File: src/rtl/nvs_pkg.sv
package nvs_pkg;
  typedef enum logic [2:0] {
    S_IDLE  = 3'd0,
    S_GRACE = 3'd1,
    S_ERASE = 3'd2,
    S_PROG  = 3'd3,
    S_CLEAR = 3'd4,
    S_COPY  = 3'd5,
    S_DOWN  = 3'd6
  } seq_state_t;

  function automatic int unsigned max2(input int unsigned a, input int unsigned b);
    return (a > b) ? a : b;
  endfunction
endpackage

File: src/rtl/nvs_phase_timer.sv
module nvs_phase_timer #(
  parameter int CW = 8
) (
  input  logic          clk,
  input  logic          rst,
  input  logic          load,
  input  logic [CW-1:0] len,
  output logic          expired
);
  logic [CW-1:0] cnt;

  always_ff @(posedge clk) begin
    if (rst) cnt <= '0;
    else if (load) cnt <= len - 1'b1;
    else if (cnt != '0) cnt <= cnt - 1'b1;
  end

  assign expired = (cnt == '0);

  // a loaded phase length is counted from len-1 down to zero
  a_r2_timer_load: assert property (@(posedge clk) disable iff (rst)
    load |=> (cnt == $past(len) - 1'b1));
  a_r2_timer_step: assert property (@(posedge clk) disable iff (rst)
    (!load && cnt != '0) |=> (cnt == $past(cnt) - 1'b1));
endmodule

File: src/rtl/nvs_supply_mon.sv
module nvs_supply_mon (
  input  logic clk,
  input  logic rst,
  input  logic supply_low,
  input  logic supply_dead,
  input  logic recall_go,
  output logic low_eff,
  output logic pend
);
  assign low_eff = supply_low | supply_dead;

  always_ff @(posedge clk) begin
    if (rst) pend <= 1'b0;
    else if (supply_dead) pend <= 1'b1;
    else if (recall_go) pend <= 1'b0;
  end

  // reaching the reset level always leaves a recall pending
  a_r7_latch: assert property (@(posedge clk) disable iff (rst)
    supply_dead |=> pend);
  // nothing but a reset-level drop creates a pending recall
  a_r8_no_spurious: assert property (@(posedge clk) disable iff (rst)
    (!supply_dead && !pend) |=> !pend);
endmodule

File: src/rtl/nvs_dirty_flag.sv
module nvs_dirty_flag (
  input  logic clk,
  input  logic rst,
  input  logic set,
  input  logic clr,
  output logic flag
);
  always_ff @(posedge clk) begin
    if (rst) flag <= 1'b0;
    else if (clr) flag <= 1'b0;
    else if (set) flag <= 1'b1;
  end

  // an accepted write marks memory unsaved; a completion clears it
  a_r6_set: assert property (@(posedge clk) disable iff (rst)
    (set && !clr) |=> flag);
  a_r6_clr: assert property (@(posedge clk) disable iff (rst)
    clr |=> !flag);
endmodule

File: src/rtl/nvs_sequencer.sv
module nvs_sequencer #(
  parameter int unsigned STORE_CYC = 2500000,
  parameter int unsigned SWREC_CYC = 5000,
  parameter int unsigned PUREC_CYC = 137500,
  parameter int unsigned GRACE_CYC = 250
) (
  input  logic clk,
  input  logic rst,
  input  logic sw_store_req,
  input  logic sw_recall_req,
  input  logic wr_req,
  input  logic supply_low,
  input  logic supply_dead,
  output logic busy,
  output logic rd_en,
  output logic wr_en,
  output logic erase_ph,
  output logic program_ph,
  output logic clear_ph,
  output logic copy_ph,
  output logic done
);
  import nvs_pkg::*;

  localparam int unsigned ERASE_LEN = STORE_CYC / 2;
  localparam int unsigned PROG_LEN  = STORE_CYC - ERASE_LEN;
  localparam int unsigned SWCLR_LEN = SWREC_CYC / 2;
  localparam int unsigned SWCPY_LEN = SWREC_CYC - SWCLR_LEN;
  localparam int unsigned PUCLR_LEN = PUREC_CYC / 2;
  localparam int unsigned PUCPY_LEN = PUREC_CYC - PUCLR_LEN;
  localparam int unsigned MAX_LEN   = max2(max2(STORE_CYC, SWREC_CYC), max2(PUREC_CYC, GRACE_CYC));
  localparam int CW = $clog2(MAX_LEN + 1);

  seq_state_t st, nxt;
  logic          rc_pu_q, rc_pu_d;
  logic          t_load, t_exp;
  logic [CW-1:0] t_len;
  logic          low_eff, pend, dirty;
  logic          recall_go, fin, wr_acc;

  assign wr_acc = wr_req & wr_en;

  nvs_phase_timer #(.CW(CW)) u_timer (
    .clk(clk), .rst(rst), .load(t_load), .len(t_len), .expired(t_exp)
  );

  nvs_supply_mon u_supply (
    .clk(clk), .rst(rst), .supply_low(supply_low), .supply_dead(supply_dead),
    .recall_go(recall_go), .low_eff(low_eff), .pend(pend)
  );

  nvs_dirty_flag u_dirty (
    .clk(clk), .rst(rst), .set(wr_acc), .clr(fin), .flag(dirty)
  );

  always_comb begin
    nxt       = st;
    t_load    = 1'b0;
    t_len     = '0;
    recall_go = 1'b0;
    fin       = 1'b0;
    rc_pu_d   = rc_pu_q;
    unique case (st)
      S_IDLE: begin
        if (low_eff) begin
          if (dirty || wr_acc) begin
            nxt = S_GRACE; t_load = 1'b1; t_len = CW'(GRACE_CYC);
          end else begin
            nxt = S_DOWN;
          end
        end else if (pend) begin
          nxt = S_CLEAR; t_load = 1'b1; t_len = CW'(PUCLR_LEN);
          recall_go = 1'b1; rc_pu_d = 1'b1;
        end else if (sw_store_req) begin
          nxt = S_ERASE; t_load = 1'b1; t_len = CW'(ERASE_LEN);
        end else if (sw_recall_req) begin
          nxt = S_CLEAR; t_load = 1'b1; t_len = CW'(SWCLR_LEN);
          rc_pu_d = 1'b0;
        end
      end
      S_GRACE: if (t_exp) begin
        nxt = S_ERASE; t_load = 1'b1; t_len = CW'(ERASE_LEN);
      end
      S_ERASE: if (t_exp) begin
        nxt = S_PROG; t_load = 1'b1; t_len = CW'(PROG_LEN);
      end
      S_PROG: if (t_exp) begin
        nxt = S_IDLE; fin = 1'b1;
      end
      S_CLEAR: if (t_exp) begin
        nxt = S_COPY; t_load = 1'b1;
        t_len = rc_pu_q ? CW'(PUCPY_LEN) : CW'(SWCPY_LEN);
      end
      S_COPY: if (t_exp) begin
        nxt = S_IDLE; fin = 1'b1;
      end
      S_DOWN: if (!low_eff) nxt = S_IDLE;
      default: nxt = S_IDLE;
    endcase
  end

  always_ff @(posedge clk) begin
    if (rst) begin
      st         <= S_IDLE;
      rc_pu_q    <= 1'b0;
      busy       <= 1'b0;
      rd_en      <= 1'b1;
      wr_en      <= 1'b1;
      erase_ph   <= 1'b0;
      program_ph <= 1'b0;
      clear_ph   <= 1'b0;
      copy_ph    <= 1'b0;
      done       <= 1'b0;
    end else begin
      st         <= nxt;
      rc_pu_q    <= rc_pu_d;
      busy       <= (nxt == S_ERASE) || (nxt == S_PROG) || (nxt == S_CLEAR) || (nxt == S_COPY);
      rd_en      <= !((nxt == S_ERASE) || (nxt == S_PROG) || (nxt == S_CLEAR) || (nxt == S_COPY));
      wr_en      <= (nxt == S_IDLE) || (nxt == S_GRACE);
      erase_ph   <= (nxt == S_ERASE);
      program_ph <= (nxt == S_PROG);
      clear_ph   <= (nxt == S_CLEAR);
      copy_ph    <= (nxt == S_COPY);
      done       <= fin;
    end
  end

  // programming only ever follows erasing
  a_r2_order: assert property (@(posedge clk) disable iff (rst)
    $rose(program_ph) |-> $past(erase_ph));
  // copying only ever follows clearing
  a_r3_order: assert property (@(posedge clk) disable iff (rst)
    $rose(copy_ph) |-> $past(clear_ph));
  // bus locked out during any phase
  a_r9_lockout: assert property (@(posedge clk) disable iff (rst)
    (erase_ph || program_ph || clear_ph || copy_ph) |-> (busy && !rd_en && !wr_en));
  // at most one phase strobe at a time
  a_r11_onehot: assert property (@(posedge clk) disable iff (rst)
    $onehot0({erase_ph, program_ph, clear_ph, copy_ph}));
  // completion is a single pulse right after a final phase
  a_r10_pulse: assert property (@(posedge clk) disable iff (rst)
    done |=> !done);
  a_r10_after: assert property (@(posedge clk) disable iff (rst)
    done |-> ($past(program_ph || copy_ph) && !busy));
  // low supply with nothing unsaved never starts a store
  a_r5_skip: assert property (@(posedge clk) disable iff (rst)
    (st == S_IDLE && low_eff && !dirty && !wr_acc) |=> (!erase_ph && !wr_en));
endmodule

File: config.mk
export PLATFORM = sky130hd
export DESIGN_NAME = nvs_sequencer
export DESIGN_NICKNAME = d
export VERILOG_FILES = /design/src/rtl/nvs_pkg.sv /design/src/rtl/nvs_phase_timer.sv /design/src/rtl/nvs_supply_mon.sv /design/src/rtl/nvs_dirty_flag.sv /design/src/rtl/nvs_sequencer.sv
export SDC_FILE = /design/constraint.sdc
export NUM_CORES = 1
export LEC_CHECK = 0
export ABC_AREA = 1
export BUFFER_PORTS_ARGS = -buffer_cell sky130_fd_sc_hd__buf_2
export CAP_MARGIN = 20
export CORE_UTILIZATION = 63
export CTS_BUF_LIST = sky130_fd_sc_hd__clkbuf_8
export DETAILED_ROUTE_END_ITERATION = 8
export GPL_ROUTABILITY_DRIVEN = 0
export GPL_TIMING_DRIVEN = 0
export PLACE_DENSITY = 0.82
export SKIP_LAST_GASP = 1
export SLEW_MARGIN = 20
export SYNTH_ARGS = -nofsm -noshare
export SYNTH_HDL_FRONTEND = slang
export SYNTH_SLANG_ARGS = --single-unit
File: constraint.sdc
create_clock -name clk -period 4.8 [get_ports clk]
set_input_delay 0.48 -clock clk [delete_from_list [all_inputs] [get_ports clk]]
set_output_delay 0.48 -clock clk [all_outputs]
set_load 0.02 [all_outputs]
==> impl_metrics.yaml <==
clocking:
  clk-insertion-delay-late_ns: 0.30
  cts_tree: "done"
  numCtsBuffers: 5
  ctsHoldBuffers: 0
  postCtsSetupBuffers: 0
  cts_sinks: 36
  cts_resized: 0
  cts_buffer_depth: 2
  cts.clk_slew.worst_paths_ns: 0.09
  ctsHtreeMaxLevel: 2
  cts_root_buf: "clkbuf_8"
synth:
  ys.flop_type: "dfxtp_1"
  ys_seq_area_share_pct: 28.6
  synth_fp_nets: 382
  ys_ff_latch: 36
  synth_cell_types: 36
  async_flop_share_pct: 0
  ys_top_cells_by_area: "dfxtp_1 (29%), nand2_1 (11%), nor2_1 (10%)"
  yosys.cell_count.top_type: "nand2_1"
  synth.avg_cell_area_um2: 6.73
  synth_cells: 374
  syn-cell-area_um2: 2520
  synth-edff-count: 0
  netlist.area_leader.share_pct: 28.6
  synthTopCellsByCount: "nand2_1 (77), nor2_1 (70), dfxtp_1 (36), inv_1 (36), nand3_1 (30)"
  synth_warnings: 0
  synth_top_area_cell: "dfxtp_1"
layout:
  finish.utilization_pct: 73.0
  drive_gt1_share_pct: 24.1
  antennaDiodeCount: 0
  layout.nets: 402
  syn2layout_area_growth_pct: 8.65
critical_path:
  cp_num_buf_inv: 2
  cp_top_family: "simple AND/OR/NAND/NOR gates"
  slowest_delay_ns: 0.36
  critPathCaptureType: "flop"
  worstSetupPathType: "flop to flop"
  crit_arrival_ns: 2.69
  cp.required_ns: 5.00
  path_cells: "nor2_1 -> nand2_1 -> nand3_2 -> nand4_4 -> nand3_1 -> inv_1 -> nor2_2 -> ha_1 -> inv_1 -> nor2_2 -> nand2_4 -> nor3_2 -> nand3_1 -> nand2_1 -> nor2_1"
  cp-start-kind: "flop"
  cpMaxStageDelayCell: "dfxtp_1"
  critPathMaxFanout: 5
die:
  dieArea_um2: 4250
  coreArea_um2: 3740
  die_h_um: 65.2
  ios: 15
  initial_core_util_pct: 67.2
  die_w_um: 65.2
  rows: 22
timing:
  finalSetupViolCount: 0
  period_share_pct: 51.7
  fin_skew_ns: 0.0104
  drv_slew: 0
  rsz0062_at_grt: "no"
  hold_viol_final: 0
  period_minus_slack_ns: 2.48
  worst_slack_ns: 2.32
  max_freq_ghz: 0.403
  fin_tns_setup_ns: 0
  maxSlewHeadroom_pct: 65.5
  whs_ns: 0.445
  tightest_slew_ns: 0.517
placement:
  dp_hpwl_um: 4580
  port_buffers: 13
  place_ws_ns: 2.13
global_route:
  grt_max_degree: 14
  grt_pass1_vias: 2275
  grt_usage_pct: 31.9
  grt_pass1_wl_um: 10200
  antenna_found_initial: 0
  grt_overflow: 0
pwr:
  ir_drop_uv: 428
  power.density_nw_per_um2: 781
  leakagePower_nw: 1.28
routing:
  dr_total_vias: 2380
  antenna_left: 0
  drt_first_pass_iters: 4
  drt-total-wl_um: 5910
  detail_route.wl_per_cell_um: 13.3
  vias_per_cell: 5.37
  post-route-drc-count: 0
  drtIter0Drc: 187
job:
  maxCapViolCount: 0
status:
  status: "finished clean"
worst_hold_path:
  hp-class: "input pin to flop"
-- registers in the layout, indices dropped and copies added, names as in the netlist --
signal,count
u_timer.cnt,22
st,3
busy,1
clear_ph,1
copy_ph,1
done,1
erase_ph,1
program_ph,1
rc_pu_q,1
rd_en,1
u_dirty.flag,1
u_supply.pend,1
wr_en,1
-- worst min-delay path, cell delays in order --
cell and delay (ns):
buf_2 0.11, o211ai_1 0.08, inv_1 0.05
-- per-layer routing --
metal / GRT usage (%) / part of all wire, %
met1: 41.2 / 45
met2: 54.1 / 47
met3: 5.90 / 6.6
met4: 8.15 / 0.80
met5: 0 / 0
-- area by class of cell --
cell class                      count  area (um2)
Multi-Input combinational cell    285        1570
Sequential cell                    36         721
Fill cell                         332        1010
Timing Repair Buffer               13        65.1
Buffer                              5        43.8
Clock buffer                        5        68.8
Inverter                           48         183
Tap cell                           48        60.1
Clock inverter                      3        23.8
-- worst paths after layout --
| check | cells after the start | end | from | slack, ns |
|---|---|---|---|---|
| worst min register to register | 1 | u_timer.cnt[0] | u_timer.cnt[0] | 0.49 |
| worst max-delay path | 15 | u_timer.cnt[18] | st[1] | 2.32 |
| worst max register to register | 15 | u_timer.cnt[18] | st[1] | 2.32 |
| worst min-delay path | 3 | u_supply.pend | supply_dead | 0.44 |
-- report_power, final --
group	switching (mW)	total, mW	internal (mW)
registers	0.0581	0.452	0.394
clock network	0.127	0.230	0.103
logic	0.992	1.45	0.462
-- layout by cell type, fill, tap and decap left out --
| cell type | count |
|---|---|
| nor2_8 | 1 |
| inv_2 | 7 |
| nand3b_1 | 2 |
| clkbuf_8 | 6 |
| nand4_4 | 1 |
| nor3_2 | 2 |
| clkinv_2 | 2 |
| or2_4 | 1 |
| clkinv_1 | 3 |
| nand4_1 | 2 |
| and2_1 | 1 |
| clkinvlp_4 | 2 |
| buf_2 | 13 |
| nand2_1 | 77 |
| o211ai_1 | 3 |
| dfxtp_1 | 36 |
| buf_6 | 2 |
| nor2_4 | 10 |
| or2_1 | 1 |
| xor2_1 | 1 |
| nor3b_1 | 1 |
| nand2_2 | 6 |
| a21oi_1 | 16 |
| nand3_2 | 12 |
| nand2_4 | 6 |
| nor2_1 | 70 |
| a211oi_1 | 1 |
| nand3_4 | 4 |
| clkbuf_1 | 2 |
| a21boi_0 | 1 |
| ha_1 | 1 |
| nand3_1 | 30 |
| clkinv_4 | 1 |
| a31oi_1 | 3 |
| nor3_1 | 4 |
| nor2_2 | 19 |
| o21ai_0 | 6 |
| inv_1 | 36 |
| o21ai_1 | 3 |
-- cells by family (layout without fill, tap and decap cells) --
logic type               count (synthesis)  in the layout  share of synthesized area, %
AND/OR/NAND/NOR                        250            250                          54.3
adder cells (fa/ha/maj)                  1              1                         0.497
AO/OA/AOI/OAI                           33             33                          7.21
flip-flops                              36             36                          28.6
XOR/XNOR                                 1              1                         0.348
buffers and inverters                   53             74                          9.00
-- metrics by stage --
| stage | total power [mW] | std cells | cell area (um2) |
|---|---|---|---|
| 6_report | 2.14 | 443 | 2730 |
| 3_5_place_dp | 1.89 | 435 | 2640 |
| 4_1_cts | 2.13 | 443 | 2730 |
| 2_1_floorplan | 1.63 | 374 | 2520 |
| 3_3_place_gp | 1.86 | 435 | 2640 |
| 5_1_grt | 2.33 | 443 | 2730 |
No activity file was read; power rests on OpenSTA's default activity.
